## config.mk

```make
export PLATFORM = sky130hd
export DESIGN_NAME = lnkmon_top
export DESIGN_NICKNAME = d
export VERILOG_FILES = /design/src/rtl/lnkmon_pkg.sv /design/src/rtl/lnkmon_timer.sv /design/src/rtl/lnkmon_stall_detect.sv /design/src/rtl/lnkmon_fsm.sv /design/src/rtl/lnkmon_top.sv
export SDC_FILE = /design/constraint.sdc
export NUM_CORES = 1
export LEC_CHECK = 0
export ABC_AREA = 1
export ABC_CLOCK_PERIOD_IN_PS = 2300
export BUFFER_PORTS_ARGS = -buffer_cell sky130_fd_sc_hd__buf_2
export CAP_MARGIN = 20
export CORE_MARGIN = 2
export CORE_UTILIZATION = 59
export DETAILED_ROUTE_END_ITERATION = 16
export PLACE_DENSITY = 0.79
export REMOVE_ABC_BUFFERS = 1
export SLEW_MARGIN = 20
export SYNTH_ARGS = -nofsm -noshare
export SYNTH_HDL_FRONTEND = slang
export SYNTH_HIERARCHICAL = 1
export SYNTH_SLANG_ARGS = --single-unit
```

## constraint.sdc

```tcl
create_clock -name clk -period 2.3 [get_ports clk]
set_input_delay 0.46 -clock clk [delete_from_list [all_inputs] [get_ports clk]]
set_output_delay 0.46 -clock clk [all_outputs]
set_load 0.02 [all_outputs]
```

## src/rtl/lnkmon_pkg.sv

```systemverilog
package lnkmon_pkg;
    typedef enum logic [2:0] {
        ST_IDLE    = 3'd0,
        ST_EVAL    = 3'd1,
        ST_GAP     = 3'd2,
        ST_STALL   = 3'd3,
        ST_RECOVER = 3'd4,
        ST_DONE    = 3'd5
    } lnkmon_state_e;

    localparam int LTSSM_W = 6;
endpackage

```

## src/rtl/lnkmon_timer.sv

```systemverilog
module lnkmon_timer #(
    parameter int CW = 8
) (
    input  logic          clk,
    input  logic          rst_n,
    input  logic          load,
    input  logic [CW-1:0] load_val,
    output logic          expired
);
    logic [CW-1:0] cnt_q;

    always_ff @(posedge clk or negedge rst_n) begin
        if (!rst_n) begin
            cnt_q <= '0;
        end else if (load) begin
            cnt_q <= load_val;
        end else if (cnt_q != '0) begin
            cnt_q <= cnt_q - 1'b1;
        end
    end

    assign expired = (cnt_q == '0);
endmodule

```

## src/rtl/lnkmon_stall_detect.sv

```systemverilog
module lnkmon_stall_detect
    import lnkmon_pkg::*;
#(
    parameter logic [LTSSM_W-1:0] STUCK_CODE = 6'h0D
) (
    input  logic [LTSSM_W-1:0] ltssm_state,
    input  logic               rx_valid,
    output logic               stuck
);
    assign stuck = !rx_valid && (ltssm_state == STUCK_CODE);
endmodule

```

## src/rtl/lnkmon_fsm.sv

```systemverilog
module lnkmon_fsm
    import lnkmon_pkg::*;
#(
    parameter int RETRY_MAX     = 5,
    parameter int RETRY_GAP_CYC = 100000,
    parameter int HOLD_CYC      = 200000,
    parameter int CW            = 18
) (
    input  logic          clk,
    input  logic          rst_n,
    input  logic          check_req,
    input  logic          flag_up,
    input  logic          flag_train,
    input  logic          stuck,
    input  logic          tmr_expired,
    output logic          tmr_load,
    output logic [CW-1:0] tmr_val,
    output logic          link_up,
    output logic          check_done,
    output logic          recovery_active,
    output logic          ovrd_data,
    output logic          ovrd_pll
);
    localparam int RW = $clog2(RETRY_MAX + 1);
    localparam int HW = $clog2(HOLD_CYC + 2);
    localparam logic [CW-1:0] GAP_LOAD  = CW'(RETRY_GAP_CYC - 1);
    localparam logic [CW-1:0] HOLD_LOAD = CW'(HOLD_CYC - 1);
    localparam logic [RW-1:0] RETRY_LIM = RW'(RETRY_MAX);

    lnkmon_state_e state_q, state_d;
    logic [RW-1:0] retry_q;
    logic          verdict_q;

    // next state and timer control
    always_comb begin
        state_d  = state_q;
        tmr_load = 1'b0;
        tmr_val  = '0;
        unique case (state_q)
            ST_IDLE: begin
                if (check_req) state_d = ST_EVAL;
            end
            ST_EVAL: begin
                if (!flag_up) begin
                    state_d = ST_STALL;
                end else if (!flag_train) begin
                    state_d = ST_DONE;
                end else if (retry_q == RETRY_LIM) begin
                    state_d = ST_STALL;
                end else begin
                    state_d  = ST_GAP;
                    tmr_load = 1'b1;
                    tmr_val  = GAP_LOAD;
                end
            end
            ST_GAP: begin
                if (tmr_expired) state_d = ST_EVAL;
            end
            ST_STALL: begin
                if (stuck) begin
                    state_d  = ST_RECOVER;
                    tmr_load = 1'b1;
                    tmr_val  = HOLD_LOAD;
                end else begin
                    state_d = ST_DONE;
                end
            end
            ST_RECOVER: begin
                if (tmr_expired) state_d = ST_DONE;
            end
            ST_DONE: state_d = ST_IDLE;
            default: state_d = ST_IDLE;
        endcase
    end

    // state register, retry count and verdict
    always_ff @(posedge clk or negedge rst_n) begin
        if (!rst_n) begin
            state_q   <= ST_IDLE;
            retry_q   <= '0;
            verdict_q <= 1'b0;
        end else begin
            state_q <= state_d;
            if (state_q == ST_IDLE && check_req) begin
                retry_q <= '0;
            end else if (state_q == ST_EVAL && state_d == ST_GAP) begin
                retry_q <= retry_q + 1'b1;
            end
            if (state_q == ST_EVAL && state_d == ST_DONE) begin
                verdict_q <= 1'b1;
            end else if ((state_q == ST_STALL || state_q == ST_RECOVER)
                         && state_d == ST_DONE) begin
                verdict_q <= 1'b0;
            end
        end
    end

    // outputs
    always_comb begin
        link_up         = verdict_q;
        check_done      = (state_q == ST_DONE);
        recovery_active = (state_q == ST_RECOVER);
        ovrd_data       = (state_q == ST_RECOVER);
        ovrd_pll        = (state_q == ST_RECOVER);
    end

    // run length of the override pulse, used only by the checks below
    logic [HW-1:0] rec_run_q;
    always_ff @(posedge clk or negedge rst_n) begin
        if (!rst_n) rec_run_q <= '0;
        else if (state_q == ST_RECOVER) rec_run_q <= rec_run_q + 1'b1;
        else rec_run_q <= '0;
    end

    a_r2_up_needs_flags: assert property (@(posedge clk) disable iff (!rst_n)
        (check_done && link_up) |-> $past(flag_up && !flag_train));

    a_r4_retry_bounded: assert property (@(posedge clk) disable iff (!rst_n)
        retry_q <= RETRY_LIM);

    a_r6_recover_entry: assert property (@(posedge clk) disable iff (!rst_n)
        $rose(recovery_active) |-> $past(stuck));

    a_r7_hold_bound: assert property (@(posedge clk) disable iff (!rst_n)
        rec_run_q <= HW'(HOLD_CYC));

    a_r7_full_hold: assert property (@(posedge clk) disable iff (!rst_n)
        $fell(ovrd_data) |-> (rec_run_q == HW'(HOLD_CYC)));

    a_r9_done_pulse: assert property (@(posedge clk) disable iff (!rst_n)
        check_done |=> !check_done);

    a_r10_req_ignored: assert property (@(posedge clk) disable iff (!rst_n)
        (recovery_active && check_req) |=> (recovery_active || check_done));
endmodule

```

## src/rtl/lnkmon_top.sv

```systemverilog
module lnkmon_top
    import lnkmon_pkg::*;
#(
    parameter int RETRY_MAX     = 5,
    parameter int RETRY_GAP_CYC = 100000,
    parameter int HOLD_CYC      = 200000
) (
    input  logic               clk,
    input  logic               rst_n,
    input  logic               check_req,
    input  logic               dbg_link_up,
    input  logic               dbg_in_training,
    input  logic [LTSSM_W-1:0] ltssm_state,
    input  logic               rx_valid,
    output logic               link_up,
    output logic               check_done,
    output logic               recovery_active,
    output logic               ovrd_rx_data_en,
    output logic               ovrd_rx_pll_en
);
    localparam int TMAX = (RETRY_GAP_CYC > HOLD_CYC) ? RETRY_GAP_CYC : HOLD_CYC;
    localparam int CW   = $clog2(TMAX + 1);

    logic          stuck;
    logic          tmr_load;
    logic          tmr_expired;
    logic [CW-1:0] tmr_val;

    lnkmon_stall_detect u_stall (
        .ltssm_state (ltssm_state),
        .rx_valid    (rx_valid),
        .stuck       (stuck)
    );

    lnkmon_timer #(.CW(CW)) u_timer (
        .clk      (clk),
        .rst_n    (rst_n),
        .load     (tmr_load),
        .load_val (tmr_val),
        .expired  (tmr_expired)
    );

    lnkmon_fsm #(
        .RETRY_MAX     (RETRY_MAX),
        .RETRY_GAP_CYC (RETRY_GAP_CYC),
        .HOLD_CYC      (HOLD_CYC),
        .CW            (CW)
    ) u_fsm (
        .clk             (clk),
        .rst_n           (rst_n),
        .check_req       (check_req),
        .flag_up         (dbg_link_up),
        .flag_train      (dbg_in_training),
        .stuck           (stuck),
        .tmr_expired     (tmr_expired),
        .tmr_load        (tmr_load),
        .tmr_val         (tmr_val),
        .link_up         (link_up),
        .check_done      (check_done),
        .recovery_active (recovery_active),
        .ovrd_data       (ovrd_rx_data_en),
        .ovrd_pll        (ovrd_rx_pll_en)
    );
endmodule

```

==> results of run 1 <==
-- stage by stage --
| stage | power, W | cells |
|---|---|---|
| after detailed placement | 0.00198 | 296 |
| after floorplan | 0.00172 | 246 |
| after global routing | 0.00241 | 300 |
| after CTS | 0.00219 | 300 |
| final | 0.00219 | 300 |
| after global placement | 0.00196 | 296 |
-- how the worst min path moves through the flow --
stage	to	slack, ns	cells after the start
2_1_floorplan	u_fsm/link_up	0.16	0
3_3_place_gp	u_timer/cnt_q[15]	0.49	1
3_5_place_dp	u_timer/cnt_q[17]	0.49	1
4_1_cts	u_timer/cnt_q[17]	0.13	1
5_1_grt	u_timer/cnt_q[17]	0.16	1
6_report	u_timer/cnt_q[16]	0.10	1
-- routing by layer --
| layer | global-route usage | vias to the layer above |
|---|---|---|
| met1 | 0.312 | 716 |
| met3 | 0.0195 | 6 |
| li1 | - | 826 |
| met4 | 0.0667 | 0 |
| met2 | 0.416 | 35 |
| met5 | 0 | - |
-- critical path, delay by kind of cell, from the launching register on --
kind | cells | cell delay, ns
buf+inv | 2 | 0.28
simple gates | 2 | 0.25
flops | 1 | 0.49
-- state kept, by name (all words and copies together) (netlist names) --
register,cells
u_timer/cnt_q,18
u_fsm/link_up,1
u_fsm/retry_q,3
u_fsm/state_q,3
-- Yosys cell counts, types with 4 or more instances --
| cell type | instances |
|---|---|
| sky130_fd_sc_hd__o21ai_1 | 6 |
| sky130_fd_sc_hd__o21ai_0 | 10 |
| sky130_fd_sc_hd__nor2_4 | 4 |
| sky130_fd_sc_hd__buf_4 | 18 |
| sky130_fd_sc_hd__nand2_1 | 64 |
| sky130_fd_sc_hd__nor2_2 | 6 |
| sky130_fd_sc_hd__dfrtp_1 | 25 |
| sky130_fd_sc_hd__inv_1 | 26 |
| sky130_fd_sc_hd__a21oi_1 | 14 |
| sky130_fd_sc_hd__nand3_1 | 29 |
| sky130_fd_sc_hd__inv_2 | 5 |
| sky130_fd_sc_hd__nor2_1 | 30 |
-- power groups by stage --
| stage | registers, W | clock network (W) | logic, W |
|---|---|---|---|
| after floorplan | 0.000811 | 0 | 0.000913 |
| after global placement | 0.000851 | 0 | 0.00111 |
| after detailed placement | 0.000856 | 0 | 0.00113 |
| after CTS | 0.000846 | 0.000212 | 0.00113 |
| after global routing | 0.000883 | 0.000220 | 0.00131 |
| final | 0.000850 | 0.000208 | 0.00113 |
-- cell families (layout without fill, tap and decap cells) --
family                   Yosys count  count (layout)  synth area share
adder cells (fa/ha/maj)            3               3            0.0203
buffers and inverters             52              52             0.143
AO/OA/AOI/OAI                     31              31            0.0848
XOR/XNOR                           2               2           0.00949
other                              1               4           0.00203
flip-flops                        25              25             0.339
AND/OR/NAND/NOR                  150             150             0.401
-- final cells by class --
class,instances,area [µm²]
clock buffer,4,26.3
fill,278,1130
inverter,31,116
multi-input combinational,190,971
sequential,25,626
tap,33,41.3
timing repair buffer,17,87.6
==> impl_metrics.yaml, run 1 <==
pwr:
  seqPwrFrac: 0.388
  leakagePower_nw: 0.981
  clkPwrFrac: 0.095
  p_comb_frac: 0.517
  p_per_area_nw_per_um2: 1170
  swShare: 0.495
  vdd_drop_max_v: 0.000578
  internal-power_w: 0.00111
  p_sw_w: 0.00109
yosys:
  synth_area_per_cell_um2: 6.99
  postSynth.topFlopCell: "sky130_fd_sc_hd__dfrtp_1"
  synth.yosys.warnings: 6
  post-synth-top-area-cell: "sky130_fd_sc_hd__dfrtp_1"
  synth_top_cells_by_area: "sky130_fd_sc_hd__dfrtp_1 (34%), sky130_fd_sc_hd__nand2_1 (13%), sky130_fd_sc_hd__nand3_1 (7.9%), sky130_fd_sc_hd__buf_4 (7.3%), sky130_fd_sc_hd__nor2_1 (6.1%)"
  synth_top_area_share: 0.339
  mappedNetlistArea_um2: 1850
  synth_cells: 264
  synth_seq_cells: 25
  synth-async-reset-ratio: 1.00
  synth-seq-area-share: 0.339
  synth_cell_types: 29
  synth_edf_count: 0
placed_design:
  postPlaceCellArea_um2: 1840
  numPortBuffers: 16
  place.detailed.hpwl_um: 2680
  gp_congestion: 0.857
  dpl_ws_ns: 0.520
die:
  initial_utilization: 0.615
  std_cell_rows: 20
  chipWidth_um: 59.9
  floorplan.die_area_um2: 3590
  die_h_um: 59.9
  design.core.area_um2: 3000
  io_pins: 17
sta:
  finalHoldViolations: 0
  timing.final.setup_violations: 0
  timing_worst_slew_pin_value_ns: 0.576
  crit_share_post_route: 0.790
  final.setup.tns_ns: 0
  timing.clock.skew_ns: 0.00293
  rsz0062_at_grt: "no"
  achievable-frequency_mhz: 550
  final_critical_path_setup_slack_ns: 0.482
  final_period_minus_worst_setup_slack_ns: 1.82
  timing.hold.ws_ns: 0.104
  timing.slew.headroom: 0.616
  final_max_slew_viol_count: 0
route:
  wire_per_inst_um: 12.1
  vias_per_cell: 5.28
  drt-total-wl_um: 3620
  drtPass1Iterations: 4
  drt-initial-drc-count: 74
  drtAntennaViolNets: 0
  drc_errors: 0
  route.vias.total: 1583
  maxUsedRoutingLayer: "met4"
  wl_met2_um: 1780
  met1_length_um: 1670
  met3RoutedLength_um: 134
status:
  run_status: "finished, final reports clean"
cts:
  tritoncts_num_sinks: 25
  post-cts-setup-buffers: 0
  cts_buffers: 3
  cts_max_level: 1
  cts_hold_buf: 0
  clockRootBuffer: "sky130_fd_sc_hd__clkbuf_4"
  clkLatencyLatePin_ns: 0.32
  clk_pin_slew_worst_paths_ns: 0.14
  cts_repair_resized_insts: 0
  cts-root-to-sink-buffers: 2
  clock_tree_from_tritoncts: "built"
critical_path:
  ff2ff_setup_slack_ns: 0.51
  critical_path.cell_chain: "nor2_1 > nand2_1 > inv_1 > buf_2"
  critical_path.reg2reg.endpoint: "u_fsm/link_up"
  worstSetupEndpointType: "primary output"
  worst_path_largest_cell_delay_ns: 0.49
  timing.critical_path.arrival_ns: 1.36
  rr_startpoint: "u_timer/cnt_q[0]"
  crit_end: "recovery_active"
  timing_worst_setup_path_type: "reg2out"
  worst-path-max-fanout: 7
  critPathRequiredTime_ns: 1.84
  cpMaxStageDelayCell: "sky130_fd_sc_hd__dfrtp_1"
  setup.worst_path.start_class: "flop"
  worst_setup_path_startpoint: "u_fsm/state_q[0]"
  worstRegToRegCells: 10
job:
  drv.max_cap_violation_count: 0
finish:
  most_common_cell_after_layout_fill_and_taps_aside: "sky130_fd_sc_hd__nand2_1"
  finalCoreUtilization: 0.622
  finish.net_count: 283
  post-route-cell-area_um2: 1870
  drive_gt1_frac: 0.176
  area_growth_pct: 1.22
  ant_diodes: 0
  layout_common_cells: "sky130_fd_sc_hd__nand2_1 (64), sky130_fd_sc_hd__nor2_1 (30), sky130_fd_sc_hd__nand3_1 (29)"
grt:
  grtUsageTotal: 0.238
  grt_pass1_vias: 1531
  grt_start_max_net_pins: 29
  grt_remaining_overflow: 0
  first_pass_grt_wire_length_um: 6560
  initial_antenna_violation_count: 0
hold_path:
  hold_class: "in2async"
(Power assumes the default switching activity.)
==> run 2, diff against run 1 <==
ABC_CLOCK_PERIOD_IN_PS = 1700   (was 2300)
clock period = 1.7 ns   (was 2.3 ns; I/O delays follow)
==> impl_metrics.yaml, run 2 (same netlist as run 1, synthesis figures left out) <==
status:
  run_status: "finished with violations"
  violations: "hold timing"
grt:
  grt_pass1_vias: 1457
  grt_start_max_net_pins: 29
  grtUsageTotal: 0.234
  first_pass_grt_wire_length_um: 6380
  grt_remaining_overflow: 0
  initial_antenna_violation_count: 0
die:
  initial_utilization: 0.615
  io_pins: 17
  chipWidth_um: 59.9
  floorplan.die_area_um2: 3590
  design.core.area_um2: 3000
  std_cell_rows: 20
  die_h_um: 59.9
finish:
  biggestRegsByFlops: "u_timer/cnt_q: 18 flops, u_fsm/retry_q: 3 flops, u_fsm/state_q: 3 flops"
  area_growth_pct: 9.83
  ant_diodes: 0
  most_common_cell_after_layout_fill_and_taps_aside: "sky130_fd_sc_hd__nand2_1"
  finish.net_count: 293
  layout_common_cells: "sky130_fd_sc_hd__nand2_1 (64), sky130_fd_sc_hd__nor2_1 (29), sky130_fd_sc_hd__nand3_1 (28)"
  drive_gt1_frac: 0.245
  stdcell_count: 310
  post-route-cell-area_um2: 2030
  max_flop_register: "u_timer/cnt_q"
  largest_register_ffs: 18
critical_path:
  timing_worst_setup_path_type: "reg2reg"
  worst_path_largest_cell_delay_ns: 0.42
  critPathRequiredTime_ns: 1.91
  worstSetupEndpointType: "flop"
  critical_path.top_delay_family: "flip-flops"
  crit_top_cell: "sky130_fd_sc_hd__inv_2"
  timing.critical_path.arrival_ns: 1.86
  critical_path.cell_chain: "inv_1 > ha_1 > a21oi_2 > nand2_2 > o21ai_4 > inv_2 > nand4_4 > inv_2 > a21oi_1"
  critical_path.n_buffers_inverters: 3
  setup.worst_path.start_class: "flop"
  cpMaxStageDelayCell: "sky130_fd_sc_hd__dfrtp_1"
  worst-path-max-fanout: 9
sta:
  timing.hold.ws_ns: -0.0108
  crit_share_post_route: 0.967
  final_period_minus_worst_setup_slack_ns: 1.64
  timing.slew.headroom: 0.616
  timing.clock.skew_ns: 0.0125
  finalHoldViolations: 18
  timing_worst_slew_pin_value_ns: 0.576
  final_max_slew_viol_count: 0
  timing.final.setup_violations: 0
  achievable-frequency_mhz: 609
cts:
  clock_tree_from_tritoncts: "built"
  clockRootBuffer: "sky130_fd_sc_hd__clkbuf_4"
  tritoncts_num_sinks: 25
  clkLatencyLatePin_ns: 0.32
  clk_pin_slew_worst_paths_ns: 0.16
  cts_max_level: 1
  cts-root-to-sink-buffers: 2
  cts_buffers: 3
route:
  wire_per_inst_um: 13.1
  route.vias.total: 1650
  drc_errors: 0
  drtPass1Iterations: 4
  drtAntennaViolNets: 0
  drt-initial-drc-count: 77
  vias_per_cell: 5.32
  drt-total-wl_um: 4050
hold_path:
  hold_class: "in2async"
pwr:
  leakagePower_nw: 1.03
  p_per_area_nw_per_um2: 1580
  vdd_drop_max_v: 0.000889
placed_design:
  place.detailed.hpwl_um: 2870
  place_inst: 301
  numPortBuffers: 16
  gp_congestion: 0.826
  postPlaceCellArea_um2: 1890
job:
  drv.max_cap_violation_count: 0
## run 2: changes by cell type in the layout (fill, tap and decap cells not counted), moves of 2 or more
cell	delta
sky130_fd_sc_hd__a21oi_1	-2
sky130_fd_sc_hd__dfrtp_1	-2
sky130_fd_sc_hd__inv_1	-3
sky130_fd_sc_hd__dfrtp_2	+2
sky130_fd_sc_hd__inv_2	+3
sky130_fd_sc_hd__buf_4	+11
sky130_fd_sc_hd__buf_2	-3
sky130_fd_sc_hd__a21oi_2	+2
## run 2: where the power goes
| part | leakage (nW) | internal, W | switching (W) |
|---|---|---|---|
| clock | 0.0139 | 0.0000898 | 0.000192 |
| combinational | 0.708 | 0.000674 | 0.00108 |
| sequential | 0.312 | 0.000864 | 0.000295 |
| total | 1.03 | 0.00163 | 0.00157 |
## run 2: through the flow
stage / power (W) / hold slack, ns / TNS, ns / setup WS (ns) / util
final: 0.00319 / -0.0108 / 0 / 0.0569 / 0.675
after global placement: 0.00269 / 0.378 / 0 / 0.121 / 0.630
after detailed placement: 0.00275 / 0.370 / 0 / 0.0621 / 0.630
after CTS: 0.00303 / 0.0000436 / 0 / 0.0184 / 0.640
after floorplan: 0.00233 / 0.0444 / -22.82 / -1.44 / -
after global routing: 0.00348 / 0.0268 / -0.123 / -0.0246 / 0.675
## run 2: final cells by class
type	count	area, µm²
fill	259	976
multi-input combinational	190	1010
sequential	25	628
inverter	31	116
clock inverter	1	7.51
timing repair buffer	27	200
clock buffer	3	22.5
tap	33	41.3
## run 2: worst reg2reg max path, cell delays in order, from the launching register on
cell and delay [ns]:
sky130_fd_sc_hd__dfrtp_1 0.42, sky130_fd_sc_hd__inv_1 0.06, sky130_fd_sc_hd__ha_1 0.18, sky130_fd_sc_hd__a21oi_2 0.07, sky130_fd_sc_hd__nand2_2 0.11, sky130_fd_sc_hd__o21ai_4 0.09, sky130_fd_sc_hd__inv_2 0.14, sky130_fd_sc_hd__nand4_4 0.17
sky130_fd_sc_hd__inv_2 0.21, sky130_fd_sc_hd__a21oi_1 0.07
## run 2: final timing paths
kind	from	end	slack (ns)	depth (start not counted)
max reg2reg	u_fsm/retry_q[1]	u_timer/cnt_q[12]	0.06	9
min in group clk	dbg_in_training	u_fsm/state_q[1]	0.32	3
max	u_fsm/retry_q[1]	u_timer/cnt_q[12]	0.06	9
min	rst_n	u_timer/cnt_q[13]	-0.01	1
min reg2reg	u_fsm/link_up	u_fsm/link_up	0.54	2
max in group asynchronous	rst_n	u_fsm/state_q[1]	1.29	1
## run 2: repair_timing
action                                  4_1_cts  5_1_grt
endpoints found under the setup margin        0       17
resized for setup                             0       17
hold buffers                                  0        0
setup buffers                                 0        4
## run 2: routing by layer
layer  GRT usage  wire, µm  up-vias  share of wire
met5           0         0        -              0
met4      0.0667        21        0         0.0052
met3      0.0216       137        2          0.034
met2       0.388      2020       34           0.50
met1       0.324      1870      767           0.46
li1            -         -      847              -
